`src/rtl/lps_pkg.sv`:
```
package lps_pkg;

    typedef enum logic [1:0] {
        LS_IDLE  = 2'd0,
        LS_READ  = 2'd1,
        LS_DRAIN = 2'd2
    } lps_state_e;

endpackage

```
`src/rtl/lps_edge.sv`:
```
// Registered edge detector; RISE selects which transition is reported.
module lps_edge #(
    parameter bit RISE = 1'b1
) (
    input  logic clk,
    input  logic rst,
    input  logic d,
    output logic hit
);
    logic d_q;

    always_ff @(posedge clk) begin
        if (rst) d_q <= 1'b0;
        else     d_q <= d;
    end

    generate
        if (RISE) begin : g_rise
            assign hit = d & ~d_q;
        end else begin : g_fall
            assign hit = ~d & d_q;
        end
    endgenerate

endmodule

```
`src/rtl/lps_fsm.sv`:
```
// Line controller: tracks state, pixel position and reference/signal phase.
module lps_fsm
    import lps_pkg::*;
#(
    parameter int N_PIX  = 516,
    parameter int N_EDGE = 2,
    parameter int IDX_W  = 10
) (
    input  logic             clk,
    input  logic             rst,
    input  logic             period_i,
    input  logic             start_rise,
    input  logic             gate_fall,
    input  logic             smp_vld,
    output lps_state_e       state_o,
    output logic [IDX_W-1:0] idx_o,
    output logic             take_ref,
    output logic             take_sig,
    output logic             short_evt
);
    localparam logic [IDX_W-1:0] ONE      = IDX_W'(1);
    localparam logic [IDX_W-1:0] LAST_PIX = IDX_W'(N_PIX);
    localparam logic [IDX_W-1:0] LAST_OUT = IDX_W'(N_PIX - N_EDGE);

    lps_state_e       state_q, state_d;
    logic [IDX_W-1:0] idx_q, idx_d;
    logic             sig_ph_q, sig_ph_d;
    logic             done_q, done_d;

    // State register
    always_ff @(posedge clk) begin
        if (rst) begin
            state_q  <= LS_IDLE;
            idx_q    <= ONE;
            sig_ph_q <= 1'b0;
            done_q   <= 1'b0;
        end else begin
            state_q  <= state_d;
            idx_q    <= idx_d;
            sig_ph_q <= sig_ph_d;
            done_q   <= done_d;
        end
    end

    // Next state and strobes
    always_comb begin
        state_d   = state_q;
        idx_d     = idx_q;
        sig_ph_d  = sig_ph_q;
        done_d    = done_q;
        take_ref  = 1'b0;
        take_sig  = 1'b0;
        short_evt = 1'b0;
        unique case (state_q)
            LS_IDLE: begin
                if (start_rise && period_i) begin
                    state_d  = LS_READ;
                    idx_d    = ONE;
                    sig_ph_d = 1'b0;
                    done_d   = 1'b0;
                end
            end
            LS_READ: begin
                if (!period_i) begin
                    state_d   = LS_IDLE;
                    short_evt = !done_q;
                end else if (gate_fall) begin
                    state_d   = LS_DRAIN;
                    short_evt = !done_q;
                end else if (smp_vld) begin
                    if (!sig_ph_q) begin
                        take_ref = 1'b1;
                        sig_ph_d = 1'b1;
                    end else begin
                        take_sig = 1'b1;
                        sig_ph_d = 1'b0;
                        if (idx_q == LAST_OUT) done_d = 1'b1;
                        if (idx_q == LAST_PIX) state_d = LS_DRAIN;
                        else                   idx_d   = idx_q + ONE;
                    end
                end
            end
            LS_DRAIN: begin
                if (!period_i) state_d = LS_IDLE;
            end
            default: state_d = LS_IDLE;
        endcase
    end

    assign state_o = state_q;
    assign idx_o   = idx_q;

    // leaving IDLE needs a start edge
    a_r2_needs_start: assert property (@(posedge clk) disable iff (rst)
        (state_q == LS_IDLE && !start_rise) |=> state_q == LS_IDLE);

    // the position never moves back while a line is being read
    a_r10_no_restart: assert property (@(posedge clk) disable iff (rst)
        (state_q == LS_READ && period_i) |=> idx_q >= $past(idx_q));

    // nothing is taken while draining
    a_r9_drain_quiet: assert property (@(posedge clk) disable iff (rst)
        (state_q == LS_DRAIN) |-> !take_ref && !take_sig);

    // position stays within the physical line
    a_r5_idx_range: assert property (@(posedge clk) disable iff (rst)
        (state_q == LS_READ) |-> (idx_q >= ONE && idx_q <= LAST_PIX));

    // a closed period always returns to IDLE
    a_r7_period_end: assert property (@(posedge clk) disable iff (rst)
        (state_q != LS_IDLE && !period_i) |=> state_q == LS_IDLE);

endmodule

```
`src/rtl/lps_pair.sv`:
```
// Pairs reference and signal words, masks edge pixels, registers outputs.
module lps_pair #(
    parameter int SMP_W  = 12,
    parameter int N_PIX  = 516,
    parameter int N_EDGE = 2,
    parameter int IDX_W  = 10
) (
    input  logic                    clk,
    input  logic                    rst,
    input  logic                    take_ref,
    input  logic                    take_sig,
    input  logic                    short_evt,
    input  logic [IDX_W-1:0]        idx,
    input  logic [SMP_W-1:0]        smp,
    output logic                    pix_vld_o,
    output logic [IDX_W-1:0]        pix_idx_o,
    output logic signed [SMP_W:0]   pix_val_o,
    output logic                    eol_o,
    output logic                    short_o
);
    localparam logic [IDX_W-1:0] FIRST_OUT = IDX_W'(N_EDGE + 1);
    localparam logic [IDX_W-1:0] LAST_OUT  = IDX_W'(N_PIX - N_EDGE);

    logic [SMP_W-1:0]      ref_q;
    logic signed [SMP_W:0] diff;
    logic                  in_band;
    logic                  ref_seen_q;

    assign diff    = $signed({1'b0, smp}) - $signed({1'b0, ref_q});
    assign in_band = (idx >= FIRST_OUT) && (idx <= LAST_OUT);

    always_ff @(posedge clk) begin
        if (rst) begin
            ref_q     <= '0;
            pix_vld_o <= 1'b0;
            pix_idx_o <= '0;
            pix_val_o <= '0;
            eol_o     <= 1'b0;
            short_o   <= 1'b0;
        end else begin
            pix_vld_o <= 1'b0;
            eol_o     <= 1'b0;
            short_o   <= 1'b0;
            if (take_ref) ref_q <= smp;
            if (take_sig) begin
                pix_vld_o <= in_band;
                eol_o     <= (idx == LAST_OUT);
                if (in_band) begin
                    pix_idx_o <= idx;
                    pix_val_o <= diff;
                end
            end else if (short_evt) begin
                eol_o   <= 1'b1;
                short_o <= 1'b1;
            end
        end
    end

    // Tracks whether a reference word is pending (for the R3 check)
    always_ff @(posedge clk) begin
        if (rst)                        ref_seen_q <= 1'b0;
        else if (take_ref)              ref_seen_q <= 1'b1;
        else if (take_sig || short_evt) ref_seen_q <= 1'b0;
    end

    // a signal word always follows a reference word
    a_r3_ref_first: assert property (@(posedge clk) disable iff (rst)
        take_sig |-> ref_seen_q);

    // valid outputs only inside the unmasked band
    a_r5_band: assert property (@(posedge clk) disable iff (rst)
        pix_vld_o |-> (pix_idx_o >= FIRST_OUT && pix_idx_o <= LAST_OUT));

    // a normal marker rides on the last unmasked pixel
    a_r6_eol_last: assert property (@(posedge clk) disable iff (rst)
        (eol_o && !short_o) |-> (pix_vld_o && pix_idx_o == LAST_OUT));

    // a short marker stands alone
    a_r7_short_alone: assert property (@(posedge clk) disable iff (rst)
        short_o |-> (eol_o && !pix_vld_o));

    // output value follows the operands one cycle later
    a_r4_value: assert property (@(posedge clk) disable iff (rst)
        take_sig && in_band |=> pix_val_o == $past(diff));

endmodule

```
`src/rtl/line_pixel_sequencer.sv`:
```
module line_pixel_sequencer
    import lps_pkg::*;
#(
    parameter int SMP_W  = 12,
    parameter int N_PIX  = 516,
    parameter int N_EDGE = 2,
    localparam int IDX_W = $clog2(N_PIX + 1)
) (
    input  logic                  clk,
    input  logic                  rst,
    input  logic                  period_i,
    input  logic                  start_i,
    input  logic                  gate_i,
    input  logic                  smp_vld_i,
    input  logic [SMP_W-1:0]      smp_i,
    output logic                  pix_vld_o,
    output logic [IDX_W-1:0]      pix_idx_o,
    output logic signed [SMP_W:0] pix_val_o,
    output logic                  eol_o,
    output logic                  short_o
);
    localparam int N_EDGE_DET = 2;
    localparam logic [N_EDGE_DET-1:0] DET_RISE = 2'b01; // bit0 start: rise, bit1 gate: fall

    logic [N_EDGE_DET-1:0] det_in;
    logic [N_EDGE_DET-1:0] det_hit;
    lps_state_e            state;
    logic [IDX_W-1:0]      idx;
    logic                  take_ref, take_sig, short_evt;

    assign det_in = {gate_i, start_i};

    generate
        for (genvar g = 0; g < N_EDGE_DET; g++) begin : g_det
            lps_edge #(.RISE(DET_RISE[g])) u_edge (
                .clk (clk),
                .rst (rst),
                .d   (det_in[g]),
                .hit (det_hit[g])
            );
        end
    endgenerate

    lps_fsm #(.N_PIX(N_PIX), .N_EDGE(N_EDGE), .IDX_W(IDX_W)) u_fsm (
        .clk        (clk),
        .rst        (rst),
        .period_i   (period_i),
        .start_rise (det_hit[0]),
        .gate_fall  (det_hit[1]),
        .smp_vld    (smp_vld_i),
        .state_o    (state),
        .idx_o      (idx),
        .take_ref   (take_ref),
        .take_sig   (take_sig),
        .short_evt  (short_evt)
    );

    lps_pair #(.SMP_W(SMP_W), .N_PIX(N_PIX), .N_EDGE(N_EDGE), .IDX_W(IDX_W)) u_pair (
        .clk       (clk),
        .rst       (rst),
        .take_ref  (take_ref),
        .take_sig  (take_sig),
        .short_evt (short_evt),
        .idx       (idx),
        .smp       (smp_i),
        .pix_vld_o (pix_vld_o),
        .pix_idx_o (pix_idx_o),
        .pix_val_o (pix_val_o),
        .eol_o     (eol_o),
        .short_o   (short_o)
    );

    // reset leaves the outputs quiet on the next cycle
    a_r1_reset_quiet: assert property (@(posedge clk)
        rst |=> (!pix_vld_o && !eol_o && !short_o));

    // after reset the controller sits in IDLE
    a_r1_reset_idle: assert property (@(posedge clk)
        rst |=> state == LS_IDLE);

endmodule

```
`config.mk`:
```
export PLATFORM = sky130hd
export DESIGN_NAME = line_pixel_sequencer
export DESIGN_NICKNAME = d
export VERILOG_FILES = /design/src/rtl/lps_pkg.sv /design/src/rtl/lps_edge.sv /design/src/rtl/lps_fsm.sv /design/src/rtl/lps_pair.sv /design/src/rtl/line_pixel_sequencer.sv
export SDC_FILE = /design/constraint.sdc
export NUM_CORES = 1
export LEC_CHECK = 0
export BUFFER_PORTS_ARGS = -buffer_cell sky130_fd_sc_hd__buf_2
export CORE_MARGIN = 5
export CORE_UTILIZATION = 50
export DETAILED_ROUTE_END_ITERATION = 12
export GPL_ROUTABILITY_DRIVEN = 0
export HOLD_SLACK_MARGIN = 0.08
export PLACE_DENSITY = 0.68
export SLEW_MARGIN = 25
export SYNTH_ARGS = -nofsm -noshare
export SYNTH_HDL_FRONTEND = slang
export SYNTH_SLANG_ARGS = --single-unit
```
`constraint.sdc`:
```
create_clock -name clk -period 6.5 [get_ports clk]
set_input_delay 0.975 -clock clk [delete_from_list [all_inputs] [get_ports clk]]
set_output_delay 0.975 -clock clk [all_outputs]
set_load 0.02 [all_outputs]
```
==> Flow_metrics.wiki <==
{| class="wikitable"
! Metric !! Value
|-
| Vias/cell || 5.50
|-
| Deepest level of the CTS H-tree || 2
|-
| Maximum frequency from static timing analysis || 369 MHz
|-
| Worst skew pair latency || 0.30 ns
|-
| HP Class || register to register
|-
| Worst setup SP type || input pin
|-
| Arrival time of data at the critical path endpoint || 2.91 ns
|-
| Width of the die || 83.9 um
|-
| Relative area change from synthesis to final layout || 13.1%
|-
| Number of enable flip-flop cells after synthesis || 0
|-
| Via count || 2278
|-
| Clock tree from TritonCTS || yes
|-
| Count of buffers from port buffering || 43
|-
| Post-Syn Area || 2730 sq um
|-
| Maximum vdd drop || 103 uV
|-
| Post-DRT Antenna Nets || 0
|-
| Clk_skew || 0.00600 ns
|-
| Worst-path cell chain || buf_2, inv_1, ha_1, fa_1, nand2b_1, a21oi_1, o41a_1, o31ai_1, mux2_2, a31o_2
|-
| Max-cap violations || 0
|-
| Global-route usage over all layers || 0.170
|-
| Synth Instances || 301
|-
| Worst path bufs/invs || 2
|-
| Number of rows created at floorplan || 27
|-
| Most instantiated flip-flop cell in the synthesis netlist || dfxtp_1
|-
| Count of TritonRoute iterations in the first routing pass || 4
|-
| Clock slew at the register clock pins of the worst setup and hold paths || 0.09 ns
|-
| Diode insertion count for antenna repair || 0
|-
| Slowest stage delay, CP || 0.37 ns
|-
| Max stage delay cell, worst path || o41a_1
|-
| Antenna violations before repair || 0
|-
| Root buffer cell || clkbuf_8
|-
| Per-instance average area after synthesis || 9.08 sq um
|-
| Violation count after the first detailed-route iteration || 79
|-
| Number of nets produced by synthesis || 335
|-
| Proportion of layout cells with a drive suffix above 1 || 0.173
|-
| Fin. max-slew vios || 0
|-
| Count of warnings emitted by yosys || 0
|-
| Yosys cell types || 57
|-
| Largest fanout on the critical path || 4
|-
| Largest delay contributor family on the critical path || compound AO/OA/AOI/OAI gates
|-
| Required time of the critical path || 6.70 ns
|-
| Number of cells traversed by the worst register-to-register path || 6
|-
| DRT Wirelength || 5730 um
|-
| Portion of synthesized cell area occupied by the leading cell type || 0.396
|-
| Area contributors post-synth || dfxtp_1 (40%), mux2i_1 (8.4%), ha_1 (6.9%), nor2_1 (5.9%), a21oi_1 (3.1%)
|-
| Die boundary height || 83.9 um
|-
| Slew margin rel. || 0.438
|-
| Endpoints failing hold || 0
|-
| Power, Total || 0.577 mW
|-
| Number of gates on the worst path with buffers counted || 10
|-
| Number of nets at the end of the flow || 376
|-
| Run status || completed
|-
| RSZ-0062 raised after global routing || no
|-
| Sequential element share of the synthesized area || 0.396
|-
| Kind of critical path || input pin to register
|-
| Number of clock sinks || 54
|-
| Initial Utilization || 0.506
|-
| Number of clock buffers inserted by TritonCTS || 5
|-
| Residual overflow from global routing || 0
|-
| Vias in the first global route || 2199
|-
| Final setup viols || 0
|-
| Maximum number of pins on one net before global-route repair || 47
|-
| Hold buffer count at CTS || 0
|-
| Setup TNS || 0 ns
|-
| Wire per inst || 13.8 um
|-
| Worst slew pin tran || 0.843 ns
|-
| Maximum buffer depth of the clock tree || 2
|-
| Reported leakage power || 1.36 nW
|-
| Crit. End Element || register
|-
| Post-cts sizing count || 0
|-
| Area of the core || 5410 sq um
|-
| Library cell occupying the most area in the post-synthesis netlist || dfxtp_1
|-
| Die area || 7040 sq um
|-
| HPWL after detailed placement || 4200 um
|-
| Ratio of final minimum period to clock period || 0.417
|-
| Ys async rst share || 0
|-
| Cell depth of the worst hold path || 2
|-
| Number of setup buffers added after CTS || 0
|-
| Post-layout min period || 2.71 ns
|-
| Pwr Density || 187 nW/um^2
|-
| Global-route wire length before repair || 10100 um
|-
| Io pins || 44
|-
| Seq cells post-synth || 54
|-
| DRC viols || 0
|}
[layer usage]
| layer | track usage | share of wire | vias up |
|---|---|---|---|
| met5 | 0 | 0 | - |
| met4 | 0.0424 | 0.012 | 0 |
| met3 | 0.0375 | 0.034 | 6 |
| met2 | 0.288 | 0.50 | 46 |
| met1 | 0.219 | 0.46 | 1078 |
| li1 | - | - | 1148 |
[power breakdown]
part | switching [mW] | total (mW) | internal (mW)
combinational | 0.0382 | 0.0637 | 0.0254
clock | 0.105 | 0.177 | 0.0727
sequential | 0.00234 | 0.336 | 0.334
[flip-flops by register name, indices dropped and copies added (netlist names)]
name,cells
g_det.u_edge.d_q,2
u_pair.short_o,1
u_fsm.sig_ph_q,1
u_fsm.state_o,2
u_pair.pix_val_o,13
u_pair.pix_idx_o,10
u_fsm.done_q,1
u_fsm.idx_o,10
u_pair.pix_vld_o,1
u_pair.ref_q,12
u_pair.eol_o,1
[final cells by class]
cell class | instances | area, sq um
clock buffers | 5 | 68.8
clock inverters | 2 | 10.0
fillers | 508 | 2310
inverters | 20 | 75.1
multi-input cells | 216 | 1520
flip-flops and latches | 54 | 1080
well taps | 72 | 90.1
repair buffers | 45 | 250
[cell usage after synthesis (2+ instances only)]
| cell type | instances |
|---|---|
| a211oi_1 | 3 |
| a21o_1 | 3 |
| a21oi_1 | 17 |
| a31oi_1 | 2 |
| and3_1 | 4 |
| buf_2 | 3 |
| buf_6 | 2 |
| clkbuf_1 | 5 |
| dfxtp_1 | 54 |
| ha_1 | 15 |
| inv_1 | 20 |
| mux2i_1 | 23 |
| nand2_1 | 13 |
| nand2b_1 | 7 |
| nand3_1 | 8 |
| nand4_1 | 3 |
| nor2_1 | 43 |
| nor2b_1 | 6 |
| nor3_1 | 5 |
| nor3b_1 | 3 |
| nor4_1 | 3 |
| o211ai_1 | 5 |
| o21a_1 | 3 |
| o21ai_0 | 5 |
| o311ai_0 | 2 |
| or3_1 | 4 |
| or4_1 | 3 |
| xnor2_1 | 3 |
| xor2_1 | 6 |
[stage by stage]
step	hold slack, ns	area, sq um	setup slack [ns]	util	instances
floorplan	0.424	2730	3.74	-	301
global route	0.480	3090	3.66	0.572	414
finish	0.460	3090	3.79	0.572	414
CTS	0.462	3090	3.80	0.572	414
global placement	0.446	2990	3.51	0.552	406
detailed placement	0.449	3010	3.48	0.557	407
[logic make-up (layout without fill, tap and decap cells)]
group,count (synthesis),in the layout,share of synthesized area
AOI/OAI and AO/OA,57,57,0.154
xor gates and xnor gates,9,9,0.0288
adders and majority gates,16,16,0.0760
buffers and inverters,31,72,0.0494
DFF,54,54,0.396
muxes,24,24,0.0884
and+or+nand+nor,110,110,0.208
[worst paths after layout]
| path | slack, ns | to | from |
|---|---|---|---|
| max | 3.79 | u_pair.pix_val_o[10] | smp_i[0] |
| min | 0.46 | u_pair.pix_val_o[6] | u_pair.pix_val_o[6] |
| max reg2reg | 4.05 | u_fsm.idx_o[5] | u_fsm.idx_o[3] |
| min reg2reg | 0.46 | u_pair.pix_val_o[6] | u_pair.pix_val_o[6] |
[placed cells by master (no fill, tap or decap), types with 6 or more instances in the layout]
cell / count
nand2_1: 13
mux2i_1: 23
nand2b_1: 7
nor2b_1: 6
nor2_1: 43
buf_2: 43
nand3_1: 8
xor2_1: 6
inv_1: 20
ha_1: 15
dfxtp_1: 54
a21oi_1: 17
[worst register-to-register path: cells and delay by family, from the launching register on]
family	cells	cell delay (ns)
AOI/OAI and AO/OA	3	1.03
and+or+nand+nor	3	0.93
DFF	1	0.40
(Power assumes the default switching activity.)
